`src/rtl/bacm_pkg.sv`:
```
package bacm_pkg;
  typedef enum logic {
    MODE_GREEDY   = 1'b0,
    MODE_FRIENDLY = 1'b1
  } bacm_mode_e;
endpackage

```
`src/rtl/bacm_set_state.sv`:
```
// Per-set priority bits and LRU ages; one read/update port indexed by the current request.
module bacm_set_state #(
  parameter int NUM_WAYS = 4,
  parameter int NUM_SETS = 16,
  localparam int WAY_W = $clog2(NUM_WAYS),
  localparam int SET_W = $clog2(NUM_SETS),
  localparam int AGE_W = WAY_W
) (
  input  logic                      clk,
  input  logic                      rst,
  input  logic [SET_W-1:0]          set_idx,
  input  logic                      upd_en,
  input  logic [WAY_W-1:0]          upd_way,
  input  logic                      prio_wr,
  input  logic                      prio_val,
  output logic [NUM_WAYS-1:0]       prio_o,
  output logic [NUM_WAYS*AGE_W-1:0] age_o
);
  logic [NUM_WAYS-1:0]       prio_mem [NUM_SETS];
  logic [NUM_WAYS*AGE_W-1:0] age_mem  [NUM_SETS];
  logic [NUM_WAYS*AGE_W-1:0] age_next;
  logic [AGE_W-1:0]          touched_age;

  assign prio_o = prio_mem[set_idx];
  assign age_o  = age_mem[set_idx];

  always_comb begin
    touched_age = age_o[upd_way*AGE_W +: AGE_W];
    age_next    = age_o;
    for (int i = 0; i < NUM_WAYS; i++) begin
      if (WAY_W'(i) == upd_way)
        age_next[i*AGE_W +: AGE_W] = '0;
      else if (age_o[i*AGE_W +: AGE_W] < touched_age)
        age_next[i*AGE_W +: AGE_W] = age_o[i*AGE_W +: AGE_W] + 1'b1;
    end
  end

  always_ff @(posedge clk) begin
    if (rst) begin
      for (int s = 0; s < NUM_SETS; s++) begin
        prio_mem[s] <= '0;
        for (int i = 0; i < NUM_WAYS; i++)
          age_mem[s][i*AGE_W +: AGE_W] <= AGE_W'(i);
      end
    end else if (upd_en) begin
      age_mem[set_idx] <= age_next;
      if (prio_wr)
        prio_mem[set_idx][upd_way] <= prio_val;
    end
  end
endmodule

```
`src/rtl/bacm_victim_sel.sv`:
```
// Combinational eligibility filter and victim pick.
module bacm_victim_sel #(
  parameter int NUM_WAYS = 4,
  localparam int WAY_W = $clog2(NUM_WAYS),
  localparam int AGE_W = WAY_W
) (
  input  logic                      crit,
  input  logic                      friendly,
  input  logic [NUM_WAYS-1:0]       valid,
  input  logic [NUM_WAYS-1:0]       prio,
  input  logic [NUM_WAYS*AGE_W-1:0] age,
  output logic                      can_alloc,
  output logic [WAY_W-1:0]          way
);
  logic [NUM_WAYS-1:0] elig;
  logic [NUM_WAYS-1:0] free;
  logic                found_free;
  logic                have_old;
  logic [AGE_W-1:0]    best_age;

  always_comb begin
    for (int i = 0; i < NUM_WAYS; i++)
      elig[i] = crit | (friendly & (~valid[i] | ~prio[i]));
    free       = elig & ~valid;
    can_alloc  = |elig;
    way        = '0;
    found_free = 1'b0;
    have_old   = 1'b0;
    best_age   = '0;
    for (int i = 0; i < NUM_WAYS; i++) begin
      if (!found_free && free[i]) begin
        way        = WAY_W'(i);
        found_free = 1'b1;
      end
    end
    if (!found_free) begin
      for (int i = 0; i < NUM_WAYS; i++) begin
        if (elig[i] && (!have_old || age[i*AGE_W +: AGE_W] > best_age)) begin
          way      = WAY_W'(i);
          best_age = age[i*AGE_W +: AGE_W];
          have_old = 1'b1;
        end
      end
    end
  end
endmodule

```
`src/rtl/bacm_mode_ctrl.sv`:
```
// Windowed hit-rate monitor for non-critical accesses; selects greedy or friendly.
module bacm_mode_ctrl
  import bacm_pkg::*;
#(
  parameter int WINDOW = 1024,
  parameter int CNT_W  = 16
) (
  input  logic       clk,
  input  logic       rst,
  input  logic       acc_en,
  input  logic       acc_hit,
  output bacm_mode_e mode
);
  localparam logic [CNT_W-1:0] WIN_C = CNT_W'(WINDOW);

  logic [CNT_W-1:0] acc_q, hit_q, acc_nxt, hit_nxt;
  logic             rate_ok;

  always_comb begin
    acc_nxt = acc_q + CNT_W'(acc_q != '1);
    hit_nxt = hit_q + CNT_W'(acc_hit && hit_q != '1);
    rate_ok = {hit_nxt, 2'b00} >= {2'b00, acc_nxt};
  end

  always_ff @(posedge clk) begin
    if (rst) begin
      acc_q <= '0;
      hit_q <= '0;
      mode  <= MODE_FRIENDLY;
    end else if (acc_en) begin
      if (acc_nxt >= WIN_C) begin
        mode  <= rate_ok ? MODE_FRIENDLY : MODE_GREEDY;
        acc_q <= '0;
        hit_q <= '0;
      end else begin
        acc_q <= acc_nxt;
        hit_q <= hit_nxt;
      end
    end
  end
endmodule

```
`src/rtl/bacm_alloc_ctrl.sv`:
```
module bacm_alloc_ctrl
  import bacm_pkg::*;
#(
  parameter int NUM_WAYS = 4,
  parameter int NUM_SETS = 16,
  parameter int WARP_W   = 6,
  parameter int WINDOW   = 1024,
  parameter int CNT_W    = 16,
  localparam int WAY_W   = $clog2(NUM_WAYS),
  localparam int SET_W   = $clog2(NUM_SETS),
  localparam int AGE_W   = WAY_W
) (
  input  logic                clk,
  input  logic                rst,
  input  logic                req_valid,
  input  logic [WARP_W-1:0]   req_warp,
  input  logic                req_crit,
  input  logic [SET_W-1:0]    req_set,
  input  logic                req_hit,
  input  logic [WAY_W-1:0]    req_hit_way,
  input  logic [NUM_WAYS-1:0] line_valid,
  output logic                dec_valid,
  output logic [WARP_W-1:0]   dec_warp,
  output logic                dec_alloc,
  output logic [WAY_W-1:0]    dec_way,
  output logic                mode_friendly
);
  bacm_mode_e                mode;
  logic [NUM_WAYS-1:0]       set_prio;
  logic [NUM_WAYS*AGE_W-1:0] set_age;
  logic                      can_alloc;
  logic [WAY_W-1:0]          victim;
  logic                      fill;
  logic                      upd_en;
  logic [WAY_W-1:0]          upd_way;
  logic                      prio_wr;

  bacm_mode_ctrl #(.WINDOW(WINDOW), .CNT_W(CNT_W)) u_mode (
    .clk     (clk),
    .rst     (rst),
    .acc_en  (req_valid && !req_crit),
    .acc_hit (req_hit),
    .mode    (mode)
  );

  bacm_victim_sel #(.NUM_WAYS(NUM_WAYS)) u_pick (
    .crit      (req_crit),
    .friendly  (mode == MODE_FRIENDLY),
    .valid     (line_valid),
    .prio      (set_prio),
    .age       (set_age),
    .can_alloc (can_alloc),
    .way       (victim)
  );

  always_comb begin
    fill    = req_valid && !req_hit && can_alloc;
    upd_en  = fill || (req_valid && req_hit);
    upd_way = req_hit ? req_hit_way : victim;
    prio_wr = fill || (req_hit && req_crit);
  end

  bacm_set_state #(.NUM_WAYS(NUM_WAYS), .NUM_SETS(NUM_SETS)) u_state (
    .clk      (clk),
    .rst      (rst),
    .set_idx  (req_set),
    .upd_en   (upd_en),
    .upd_way  (upd_way),
    .prio_wr  (prio_wr),
    .prio_val (req_crit),
    .prio_o   (set_prio),
    .age_o    (set_age)
  );

  always_ff @(posedge clk) begin
    if (rst) begin
      dec_valid <= 1'b0;
      dec_warp  <= '0;
      dec_alloc <= 1'b0;
      dec_way   <= '0;
    end else begin
      dec_valid <= req_valid;
      dec_warp  <= req_valid ? req_warp : '0;
      dec_alloc <= fill;
      dec_way   <= fill ? victim : '0;
    end
  end

  assign mode_friendly = (mode == MODE_FRIENDLY);
endmodule

```
`config.mk`:
```
export PLATFORM = sky130hd
export DESIGN_NAME = bacm_alloc_ctrl
export DESIGN_NICKNAME = d
export VERILOG_FILES = /design/src/rtl/bacm_pkg.sv /design/src/rtl/bacm_set_state.sv /design/src/rtl/bacm_victim_sel.sv /design/src/rtl/bacm_mode_ctrl.sv /design/src/rtl/bacm_alloc_ctrl.sv
export SDC_FILE = /design/constraint.sdc
export NUM_CORES = 1
export LEC_CHECK = 0
export BUFFER_PORTS_ARGS = -buffer_cell sky130_fd_sc_hd__buf_2
export CAP_MARGIN = 20
export CORE_MARGIN = 10
export CORE_UTILIZATION = 28
export DETAILED_ROUTE_END_ITERATION = 10
export SYNTH_ARGS = -nofsm -noshare
export SYNTH_HDL_FRONTEND = slang
export SYNTH_SLANG_ARGS = --single-unit
```
`constraint.sdc`:
```
create_clock -name clk -period 8.6 [get_ports clk]
set_input_delay 0 -clock clk [delete_from_list [all_inputs] [get_ports clk]]
set_output_delay 0 -clock clk [all_outputs]
set_load 0.03 [all_outputs]
```
After elaboration in Yosys (flattened, before gate mapping)
Memories as Yosys holds them, arrays and structs flattened. Index checks and enable logic that the tools add are counted.

Flip-flop bits (word level): 43. Memory bits (writable): 192. Bits of input ports: 21. Output and inout bits: 11. Logic and storage cells: 142. Memories: 2.

Memories: u_state.age_mem (depth 16, width 8, read ports 1, clocked after Yosys merged registers in 0, write ports 16, line bacm_set_state.sv:20) `logic [NUM_WAYS*AGE_W-1:0] age_mem [NUM_SETS];`; u_state.prio_mem (depth 16, width 4, read ports 1, clocked after Yosys merged registers in 0, write ports 16, line bacm_set_state.sv:19) `logic [NUM_WAYS-1:0] prio_mem [NUM_SETS];`.

Add/subtract/negate cells: 6. Order comparisons: 11. Eq/ne operators: 5. Shift operators: 1. Mux-type cells: 53. Bitwise operators: 24. Reduce and logical (&&, ||, !) cells: 33.

Operators with widths (number): 2-to-1 mux 2 bit (22); adder 16 x 1 -> 16 bit (2); 2-to-1 mux 16 bit (2); != test 16 bit (second input constant) (2); 2-to-1 mux 1 bit (22); 2-to-1 mux 4 bit (5); >= comparator 18 x 16 -> 1 bit (1); >= comparator 16 x 11 -> 1 bit (second input constant) (1); logical AND 1 bit (13); NOT 1 bit (10); adder 2 x 1 -> 2 bit (second input constant) (4); logical NOT 1 bit (8); less-than comparator 2 bit (4); 2-to-1 mux 8 bit (1); OR 1 bit (8); OR reduction 4 bit (2); OR reduction 8 bit (1); indexed part select 8 x 4 -> 2 bit (1); > comparator 2 bit (3); logical OR 1 bit (5); bitwise AND 1 bit (4); bitwise AND 4 bit (1); equality test 2 bit (first input constant) (2); NOT 4 bit (1); other kinds (7) (8).

Longest topological paths before layout
Gate-level depths: netlist of the first run. An unclocked memory read counts as a cell.

Word-level depth: 40. Gate-level depth with buffers: 36. Gate-level depth less buffers: 32.

Cells and area by module
A second synthesis of the first run with hierarchy kept.

Cell total of the unflattened synthesis: 1087. Area total of the unflattened synthesis: 12634.6 µm².

Modules (own cells, without submodules): bacm_set_state (times used 1, cells each 746, area each 9615.5 µm², sequential area each 5765.5 µm²); bacm_mode_ctrl (times used 1, cells each 251, area each 2254.7 µm², sequential area each 660.6 µm²); bacm_victim_sel (times used 1, cells each 62, area each 430.4 µm², sequential area each 0.0 µm²); bacm_alloc_ctrl (times used 1, cells each 28, area each 334.1 µm², sequential area each 200.2 µm²).

Least setup slack after synthesis of the first run
No wires, ideal clock.

Kind: input -> register. Start: in req_set[0]. End: mem u_state.age_mem[0][5] (netlist name) (data pin). Setup time: 0.262 ns. Arrival time: 7.068 ns. Data required time: 8.338 ns. Slack: 1.270 ns. Stages: 32. Path buffers: 5. Path through: buf_2 > buf_2 > buf_2 > mux4_2 > mux4_2 > ha_1 > nor2b_1 > o21ai_0 > o211a_1 > a22o_1 > inv_1 > ha_1 > nor2b_1 > o21ai_0 > a21oi_1 > mux2i_1 > ha_1 > nor2b_1 > o21ai_0 > o31ai_2 > nand2_1 > a31oi_2 > buf_2 > mux2_2 > o21ai_0 > ha_1 > nor2_1 > nand2_1 > xnor2_1 > o21ai_1 > buf_2 > nand2_1.

RTL lines: start: declaration (line bacm_alloc_ctrl.sv:18) `input logic [SET_W-1:0] req_set,`; end: declaration (line bacm_set_state.sv:20).

==> impl_metrics.py, run 1 <==
metrics = {
    "finish": {
        "final_area_sq_um": 14100,
        "nets": 1199,
        "fin_util_pct": 32.0,
        "fill_cells": 4448,
        "fin_cells": 1761,
        "drive_gt1_share_pct": 12.2,
        "area.growth.synth_to_final_pct": 13.1,
        "ff_latch_area_sq_um": 6630,
        "multi_input_area_sq_um": 5410,
    },
    "critical_path": {
        "cp_max_fo": 29,
        "crit_family": "compound AO/OA/AOI/OAI gates",
        "cp_slowest_cell": "buf_2",
        "slowest_delay_ns": 0.74,
        "arrival_ns": 7.89,
        "critPathRequiredTime_ns": 8.84,
        "crit_type": "input port to register",
        "endpoint_kind": "register",
        "regToRegSetupSlack_ns": 0.99,
        "start_kind": "input port",
        "timing.critical_path.buf_inv": 3,
    },
    "die": {
        "fp-row-count": 77,
        "start_util_pct": 28.3,
        "die_y_um": 231,
        "ioPinCount": 32,
        "die_w_um": 231,
        "dieArea_sq_um": 53300,
        "core_area_sq_um": 44000,
    },
    "place": {
        "placed_cells_incl_taps": 1703,
        "io_buffers": 31,
        "placed_area_sq_um": 13100,
        "gp_congestion": 0.863,
        "hpwlAfterDp_um": 23500,
    },
    "route": {
        "drc": 0,
        "postRouteAntennaNets": 0,
        "drtPass1Iterations": 5,
        "wl_um": 33200,
        "wl_per_cell_um": 18.9,
        "vias": 8958,
        "routed_via_density": 5.09,
        "drt_iter0_drc": 944,
    },
    "power_and_ir_drop": {
        "p_int_mw": 2.04,
        "power.density_nw_per_um2": 197,
        "peakVddDrop_mv": 0.142,
        "netSwitchingPower_uw": 738,
        "leakage_nw": 4.79,
        "clkPwrFrac_pct": 39.9,
        "switching_share_pct": 26.6,
        "power_frac_seq_pct": 45.5,
        "comb_power_share_pct": 14.6,
    },
    "sta": {
        "fmax_mhz": 131,
        "post-route-min-period_ns": 7.65,
        "finalSetupViolCount": 0,
        "maxSlewHeadroom_pct": 28.6,
        "drv_slew": 0,
        "finalCritPeriodShare_pct": 88.9,
        "worstMarginPinSlew_ns": 1.06,
        "finalHoldViolCount": 0,
        "rsz0062_at_grt": "no",
        "skew_ns": 0.0314,
        "finalSetupTns_ns": 0,
    },
    "cts": {
        "clock_latency_ns": 0.55,
        "cts-root-buf": "clkbuf_16",
        "cts_tree": "done",
        "cts.repair.resized": 0,
        "numCtsBuffers": 25,
        "cts.sinks": 235,
        "clk_pin_slew_ns": 0.06,
        "clockBufferDepth": 3,
        "htreeDepth": 1,
    },
    "outcome": {
        "status": "completed",
    },
    "run": {
        "drv_cap": 0,
    },
    "synth": {
        "synth_ff_type": "edfxtp_1",
        "syn-num-nets": 1180,
        "synth_seq_cells": 235,
        "synth_area_per_cell_sq_um": 11.0,
        "synth_cell_types": 64,
        "yosysTopAreaCell": "edfxtp_1",
        "async_flop_share_pct": 0,
        "ys_top_cells_by_area": "edfxtp_1 (46%), mux4_2 (7.6%), dfxtp_1 (6.9%), nor2_1 (5.9%), nand2_1 (4.9%)",
        "synth_edf_count": 192,
        "synth_top_area_share_pct": 46.3,
        "seq_area_frac_synth_pct": 53.3,
        "yosysWarningCount": 0,
        "syn_inst": 1131,
        "syn_area_sq_um": 12400,
    },
    "global_route": {
        "antenna_found_initial": 1,
        "global_route.usage.total_pct": 12.2,
        "grt_pass1_vias": 8755,
        "grt_max_degree": 94,
        "gr-total-overflow": 0,
        "grt_pass1_wl_um": 51800,
    },
    "worst_hold_path": {
        "hold_path_class": "input port to register",
    },
}
==> synth_stat cells (3+ instances only) <==
cell type  instances
nand2_1          162
and4_1             5
a22oi_1           13
clkbuf_1          39
nor2b_1           13
buf_6              5
inv_1             16
buf_2             20
and3_1             6
a21oi_1           34
mux4_2            42
dfxtp_1           43
nand2b_1          22
mux2i_1           30
o21ai_1            8
ha_1              28
a22o_1             4
a221oi_1           4
nor2_1           197
o21a_1             7
o21ai_0           14
xor2_1            14
mux2_2             3
nand3_1           40
nor3_1            16
o211a_1            3
a31oi_1            3
nand4_1            4
a21o_1            49
and2_1            17
edfxtp_1         192
or3_1              3
xnor2_1           18
o21bai_1          15
==> power by group through the flow <==
stage,clock (mW),combinational [mW],sequential (mW)
2_1_floorplan,0,0.293,1.29
3_3_place_gp,0,0.389,1.29
3_5_place_dp,0,0.395,1.29
4_1_cts,1.13,0.400,1.26
5_1_grt,1.18,0.444,1.27
6_report,1.11,0.406,1.26
==> logic make-up (layout without fill, tap and decap cells) <==
kind of cell / Yosys count / after routing / synth area share [%]
xor+xnor: 32 / 32 / 2.25
flops: 235 / 235 / 53.3
other cells: 0 / 1 / 0
simple gates: 492 / 492 / 17.1
mux: 77 / 77 / 10.5
fa+ha+maj: 28 / 28 / 2.82
compound gates: 182 / 182 / 10.7
buf+inv: 85 / 122 / 3.26
==> placed cells by master (no fill, tap or decap), drive strengths merged, types with 6 or more instances in the layout <==
cell	netlist	final
nor2	198	198
edfxtp	192	192
nand2	162	162
buf	30	51
a21o	49	49
dfxtp	43	43
mux4	42	42
nand3	40	40
a21oi	34	34
clkbuf	39	31
mux2i	30	30
ha	28	28
nand2b	22	22
o21ai	22	22
xnor2	18	18
nor3	18	18
and2	17	17
inv	16	17
o21bai	15	15
xor2	14	14
nor2b	13	13
a22oi	13	13
dlygate4sd3	0	10
clkinv	0	9
o21a	7	7
and3	6	6
==> layer usage <==
metal | global-route usage, % | wire (um) | vias to the layer above
met5 | 0 | 0 | -
met4 | 2.28 | 515 | 0
met3 | 3.42 | 2830 | 39
met2 | 19.6 | 15700 | 318
met1 | 16.1 | 14200 | 4472
li1 | - | - | 4129
==> sequential cells by signal, summed over array words and instances (netlist names) <==
name and cells:
u_state.prio_mem 64, u_mode.acc_q 16, dec_way 2, dec_warp 6, u_state.age_mem 128, dec_valid 1, dec_alloc 1, u_mode.mode 1
u_mode.hit_q 16
==> final timing paths <==
kind	from	endpoint	cells past startpoint
max	req_set[0]	u_state.age_mem[15][4]$_SDFFCE_PN0P_	29
min	req_hit	dec_alloc$_SDFF_PP0_	4
max reg2reg	u_state.age_mem[15][1]$_SDFFCE_PN0P_	u_state.age_mem[15][4]$_SDFFCE_PN0P_	27
min reg2reg	u_mode.acc_q[0]$_SDFFE_PP0P_	u_mode.acc_q[0]$_SDFFE_PP0P_	2
==> metrics by stage <==
stage	total power [mW]	setup slack, ns	hold WS, ns
4_1_cts	2.79	1.01	0.0277
6_report	2.78	0.955	0.0542
5_1_grt	2.89	0.302	0.0953
3_3_place_gp	1.68	0.875	0.200
3_5_place_dp	1.68	0.465	0.202
2_1_floorplan	1.58	1.27	0.122
==> tightest hold or removal path, delay by kind of cell <==
| kind | cells | cell delay [ns] |
|---|---|---|
| and+or+nand+nor | 1 | 0.11 |
| buffers and inverters | 3 | 0.43 |
==> what timing repair did <==
item | 4_1_cts | 5_1_grt
hold buffers | 10 | 0
buffers inserted | 0 | 0
hold endpoints to repair | 23 | 0
==> layout make-up <==
cell class	count	share of cell area [%]
antenna	1	0.0178
multi-input combinational	811	38.4
timing repair buffer	61	2.95
clock inverter	14	1.20
inverter	16	0.427
clock buffer	31	4.61
sequential	235	47.1
tap	592	5.26
No activity file was read; power rests on OpenSTA's default activity.
==> run 2: changes to the inputs <==
--- a/config.mk
+++ b/config.mk
@@ -7,9 +7,12 @@
 export LEC_CHECK = 0
 export BUFFER_PORTS_ARGS = -buffer_cell sky130_fd_sc_hd__buf_2
 export CAP_MARGIN = 20
+export CELL_PAD_IN_SITES_DETAIL_PLACEMENT = 1
+export CELL_PAD_IN_SITES_GLOBAL_PLACEMENT = 1
 export CORE_MARGIN = 10
 export CORE_UTILIZATION = 28
 export DETAILED_ROUTE_END_ITERATION = 10
+export PLACE_DENSITY_LB_ADDON = 0.1
 export SYNTH_ARGS = -nofsm -noshare
 export SYNTH_HDL_FRONTEND = slang
 export SYNTH_SLANG_ARGS = --single-unit
==> impl_metrics.py, run 2 (synthesis results as in run 1) <==
metrics = {
    "power_and_ir_drop": {
        "power.density_nw_per_um2": 199,
        "power_mw": 2.83,
        "peakVddDrop_mv": 0.145,
        "leakage_nw": 4.87,
    },
    "global_route": {
        "grt_pass1_vias": 9262,
        "antenna_found_initial": 1,
        "grt_pass1_wl_um": 59200,
        "grt_max_degree": 74,
        "gr-total-overflow": 0,
        "global_route.usage.total_pct": 14.3,
    },
    "outcome": {
        "status": "completed",
    },
    "finish": {
        "final_cell_mix": "nor2_1 (197), edfxtp_1 (192), nand2_1 (162), a21o_1 (49), dfxtp_1 (43)",
        "nets": 1214,
        "reg_top3": "u_state.age_mem: 128 flops, u_state.prio_mem: 64 flops",
        "area.growth.synth_to_final_pct": 14.2,
        "fill_cells": 4859,
        "mostFrequentLayoutCell": "nor2_1",
        "drive_gt1_share_pct": 13.1,
        "multi_input_area_sq_um": 5410,
        "fin_cells": 1780,
        "ff_latch_area_sq_um": 6630,
        "largest_register": "u_state.age_mem",
        "largest_reg_flops": 128,
    },
    "critical_path": {
        "regToRegSetupSlack_ns": 1.15,
        "crit_end": "u_state.age_mem[4][7]$_SDFFCE_PN1P_",
        "reg2reg_depth": 26,
        "critPathRequiredTime_ns": 8.88,
        "endpoint_kind": "register",
        "start_kind": "register",
        "r2r_end": "u_state.age_mem[4][7]$_SDFFCE_PN1P_",
        "arrival_ns": 7.73,
        "cp_max_fo": 16,
        "startpoint": "u_state.age_mem[15][1]$_SDFFCE_PN0P_",
        "cp_slowest_cell": "mux4_2",
        "slowest_delay_ns": 0.59,
        "crit_type": "register to register",
        "r2r-start": "u_state.age_mem[15][1]$_SDFFCE_PN0P_",
    },
    "cts": {
        "cts_tree": "done",
        "cts.sinks": 235,
        "numCtsBuffers": 29,
        "htreeDepth": 1,
        "cts-root-buf": "clkbuf_16",
        "clk_pin_slew_ns": 0.06,
        "post_cts_buffers": 0,
        "clockBufferDepth": 3,
        "clock_latency_ns": 0.58,
        "cts.repair.resized": 0,
        "hold_buffers": 12,
    },
    "route": {
        "postRouteAntennaNets": 0,
        "routed_via_density": 4.93,
        "vias": 8768,
        "drt_iter0_drc": 451,
        "drc": 0,
        "drtPass1Iterations": 5,
        "wl_per_cell_um": 21.5,
        "wl_um": 38300,
    },
    "worst_hold_path": {
        "hold_path_depth": 4,
        "hold_path_class": "input port to register",
    },
    "sta": {
        "finalSetupViolCount": 0,
        "finalHoldViolCount": 0,
        "worstMarginPinSlew_ns": 1.13,
        "finalSetupTns_ns": 0,
        "final.setup.worst_slack_ns": 1.15,
        "drv_slew": 0,
        "skew_ns": 0.0293,
        "holdWs_ns": 0.0908,
        "fmax_mhz": 134,
        "post-route-min-period_ns": 7.45,
        "rsz0062_at_grt": "no",
        "maxSlewHeadroom_pct": 24.7,
        "finalCritPeriodShare_pct": 86.6,
    },
    "run": {
        "drv_cap": 0,
    },
    "place": {
        "pre_cts_ws_ns": 0.580,
        "io_buffers": 31,
        "placed_cells_incl_taps": 1714,
        "hpwlAfterDp_um": 28000,
        "gp_congestion": 0.768,
    },
    "die": {
        "ioPinCount": 32,
        "die_y_um": 231,
        "core_area_sq_um": 44000,
        "fp-row-count": 77,
        "start_util_pct": 28.3,
        "die_w_um": 231,
        "dieArea_sq_um": 53300,
    },
}
==> run 2: cell type report <==
type | instances | area share (%)
multi-input cells | 811 | 38.1
clock inverters | 17 | 0.837
flip-flops and latches | 235 | 46.6
well taps | 592 | 5.21
repair buffers | 72 | 3.49
clock buffers | 36 | 5.29
diodes | 1 | 0.0176
inverters | 16 | 0.423
==> run 2: critical path: cells and delay by family, from the launching register on <==
kind | cells | cell delay [ns]
AO/OA/AOI/OAI | 8 | 2.28
XOR/XNOR | 1 | 0.11
adder cells (fa/ha/maj) | 4 | 1.17
buffers and inverters | 1 | 0.05
flip-flops | 1 | 0.37
multiplexers | 4 | 1.60
AND/OR/NAND/NOR | 8 | 1.55
==> run 2: power by group <==
part | total [mW] | internal (mW) | switching, mW
clock network | 1.15 | 0.649 | 0.500
registers | 1.26 | 1.26 | 0.00883
logic | 0.414 | 0.135 | 0.279
==> run 2: routing by layer <==
metal / vias to the layer above / track usage [%] / routed length, um
li1: 4165 / - / -
met1: 4425 / 18.4 / 17600
met2: 131 / 24.7 / 18500
met3: 47 / 2.20 / 1340
met4: 0 / 3.27 / 806
met5: - / 0 / 0
==> run 2: how the worst min path moves through the flow <==
| stage | slack, ns | to | from |
|---|---|---|---|
| after detailed placement | 0.20 | dec_warp[1]$_SDFF_PP0_ | req_warp[1] |
| after floorplan | 0.12 | dec_warp[0]$_SDFF_PP0_ | req_warp[0] |
| after CTS | 0.05 | dec_way[1]$_SDFF_PP0_ | line_valid[3] |
| final | 0.09 | dec_way[1]$_SDFF_PP0_ | line_valid[3] |
| after global placement | 0.20 | dec_warp[5]$_SDFF_PP0_ | req_warp[5] |
| after global routing | 0.15 | dec_way[1]$_SDFF_PP0_ | line_valid[3] |
==> run 2: per-stage QoR <==
stage	instance area [sq um]	utilization, %
2_1_floorplan	12400	-
4_1_cts	14200	32.3
3_5_place_dp	13200	30.0
3_3_place_gp	13200	30.0
6_report	14200	32.3
5_1_grt	14200	32.3
==> run 3: changes to the inputs <==
--- a/config.mk
+++ b/config.mk
@@ -15,4 +15,5 @@
 export PLACE_DENSITY_LB_ADDON = 0.1
 export SYNTH_ARGS = -nofsm -noshare
 export SYNTH_HDL_FRONTEND = slang
+export SYNTH_HIERARCHICAL = 1
 export SYNTH_SLANG_ARGS = --single-unit
==> impl_metrics.py, run 3 <==
metrics = {
    "critical_path": {
        "endpoint_kind": "register",
        "cp_max_fo": 16,
        "r2r-start": "u_state/prio_mem[3][0]$_SDFFCE_PN0P_",
        "crit_type": "register to register",
        "critPathRequiredTime_ns": 8.91,
        "arrival_ns": 7.63,
        "regToRegSetupSlack_ns": 1.28,
        "slowest_delay_ns": 0.53,
        "startpoint": "u_state/prio_mem[3][0]$_SDFFCE_PN0P_",
        "r2r_end": "u_state/age_mem[1][7]$_SDFFCE_PN1P_",
        "start_kind": "register",
        "cp_slowest_cell": "mux4_2",
        "reg2reg_depth": 28,
    },
    "finish": {
        "fin_util_pct": 32.4,
        "largest_register": "u_state/age_mem",
        "reg_top3": "u_state/age_mem: 128 flops, u_state/prio_mem: 64 flops",
        "final_cell_mix": "edfxtp_1 (192), nor2_1 (161), nand2_1 (115), o21bai_1 (65), dfxtp_1 (43)",
        "nets": 1165,
        "fin_cells": 1730,
        "mostFrequentLayoutCell": "edfxtp_1",
        "diodes": 0,
        "area.growth.synth_to_final_pct": 13.9,
        "drive_gt1_share_pct": 14.7,
        "largest_reg_flops": 128,
    },
    "route": {
        "wl_per_cell_um": 21.9,
        "postRouteAntennaNets": 0,
        "drt_iter0_drc": 538,
        "routed_via_density": 5.06,
        "drc": 0,
        "vias": 8752,
        "drtPass1Iterations": 6,
        "wl_um": 37800,
    },
    "sta": {
        "drv_slew": 0,
        "fmax_mhz": 137,
        "worstMarginPinSlew_ns": 1.03,
        "skew_ns": 0.0195,
        "finalCritPeriodShare_pct": 85.1,
        "holdWs_ns": 0.161,
        "maxSlewHeadroom_pct": 31.2,
        "post-route-min-period_ns": 7.32,
        "finalSetupTns_ns": 0,
        "rsz0062_at_grt": "no",
        "finalSetupViolCount": 0,
        "finalHoldViolCount": 0,
    },
    "synth": {
        "syn_area_sq_um": 12600,
        "yosysMostFrequentCell": "edfxtp_1",
        "ys_top_cells_by_area": "edfxtp_1 (46%), mux4_2 (7.0%), dfxtp_1 (6.8%), nor2_1 (4.8%), o21bai_1 (3.9%)",
        "synth_cell_types": 82,
        "syn-num-nets": 1136,
        "async_flop_share_pct": 0,
        "synth_top_area_share_pct": 45.6,
        "seq_area_frac_synth_pct": 52.4,
        "synth_seq_cells": 235,
        "synth_top_cells_by_count": "edfxtp_1 (192), nor2_1 (162), nand2_1 (115)",
        "synth_ff_type": "edfxtp_1",
        "synth_edf_count": 192,
        "syn_inst": 1087,
        "yosysTopAreaCell": "edfxtp_1",
        "synth_area_per_cell_sq_um": 11.6,
        "yosysWarningCount": 6,
    },
    "global_route": {
        "grt_max_degree": 80,
        "grt_pass1_wl_um": 58600,
        "gr-total-overflow": 0,
        "grt_pass1_vias": 9312,
        "antenna_found_initial": 0,
        "global_route.usage.total_pct": 14.0,
    },
    "place": {
        "gp_congestion": 0.749,
        "placed_cells_incl_taps": 1666,
        "hpwlAfterDp_um": 26900,
        "io_buffers": 31,
    },
    "die": {
        "dieArea_sq_um": 54000,
        "ioPinCount": 32,
        "fp-row-count": 77,
        "die_y_um": 232,
        "die_w_um": 232,
        "start_util_pct": 28.4,
        "core_area_sq_um": 44400,
    },
    "outcome": {
        "status": "completed",
    },
    "cts": {
        "cts.sinks": 235,
        "cts-root-buf": "clkbuf_16",
        "clock_latency_ns": 0.58,
        "htreeDepth": 1,
        "numCtsBuffers": 30,
        "clockBufferDepth": 3,
        "clk_pin_slew_ns": 0.06,
        "cts_tree": "done",
    },
    "power_and_ir_drop": {
        "peakVddDrop_mv": 0.185,
        "power_mw": 2.92,
        "power.density_nw_per_um2": 203,
        "leakage_nw": 4.79,
    },
    "run": {
        "drv_cap": 0,
    },
    "worst_hold_path": {
        "hold_start": "req_crit",
        "hold_path_class": "input port to register",
        "min_to": "dec_alloc$_SDFF_PP0_",
        "hold_path_depth": 4,
    },
}
[run 3: cell types whose count changed after synthesis, sizes merged, moves of 10 or more]
| cell | before | now |
|---|---|---|
| nand2 | 162 | 117 |
| o21bai | 15 | 65 |
| a22o | 4 | 22 |
| a21o | 49 | 10 |
| a21oi | 34 | 14 |
| nand4 | 4 | 17 |
| nor2 | 198 | 162 |
| nor3 | 18 | 28 |
[run 3: kinds of logic (layout without fill, tap and decap cells)]
family | after synthesis | count (layout) | synth area share, %
buf+inv | 82 | 133 | 3.32
fa+ha+maj | 28 | 28 | 2.77
compound gates | 192 | 192 | 12.0
mux | 78 | 78 | 10.5
xor+xnor | 32 | 32 | 2.37
flops | 235 | 235 | 52.4
simple gates | 440 | 440 | 16.6
[run 3: through the flow]
stage / worst slack (ns) / cell area, sq um
after floorplan: 1.10 / 12600
after global placement: 1.14 / 13300
after detailed placement: 1.12 / 13300
after CTS: 1.35 / 14400
after global routing: 0.703 / 14400
final: 1.28 / 14400
[run 3: how the worst max path moves through the flow]
stage                                                 to  slack (ns)
floorplan            u_state/age_mem[3][0]$_SDFFCE_PN0P_        1.10
CTS                  u_state/age_mem[1][7]$_SDFFCE_PN1P_        1.35
global route        u_state/age_mem[15][7]$_SDFFCE_PN1P_        0.70
finish               u_state/age_mem[1][7]$_SDFFCE_PN1P_        1.28
detailed placement   u_state/age_mem[0][7]$_SDFFCE_PN1P_        1.12
global placement    u_state/age_mem[12][7]$_SDFFCE_PN1P_        1.14
[run 3: area by class of cell]
type	count	area, sq um
well taps	592	741
multi-input cells	770	5590
flip-flops and latches	235	6630
clock buffers	38	781
fillers	4861	30000
clock inverters	16	159
repair buffers	65	438
inverters	14	52.6
[run 3: power breakdown]
group | leakage [nW] | switching (mW) | internal (mW)
sequential | 2.12 | 0.0103 | 1.26
combinational | 2.22 | 0.287 | 0.151
clock | 0.453 | 0.485 | 0.725
[run 3: layer usage]
layer	wire length, um	track usage, %
met5	0	0
met2	19000	24.3
met1	16800	17.8
met4	1030	4.06
met3	998	1.87
[run 3: what timing repair did]
item / in CTS / in global routing
endpoints found under the setup margin: 0 / 0
hold buffers: 10 / 0
gates resized for setup: 0 / 0
buffers inserted: 0 / 0
endpoints found under the hold margin: 10 / 0
[run 3: worst max-delay path: cells and delay by family (launching register included)]
kind / cells / cell delay [ns]
adder cells (fa/ha/maj): 4 / 1.02
flip-flops: 1 / 0.36
multiplexers: 4 / 1.78
buffers and inverters: 1 / 0.15
AO/OA/AOI/OAI: 10 / 2.32
XOR/XNOR: 1 / 0.12
AND/OR/NAND/NOR: 8 / 1.31
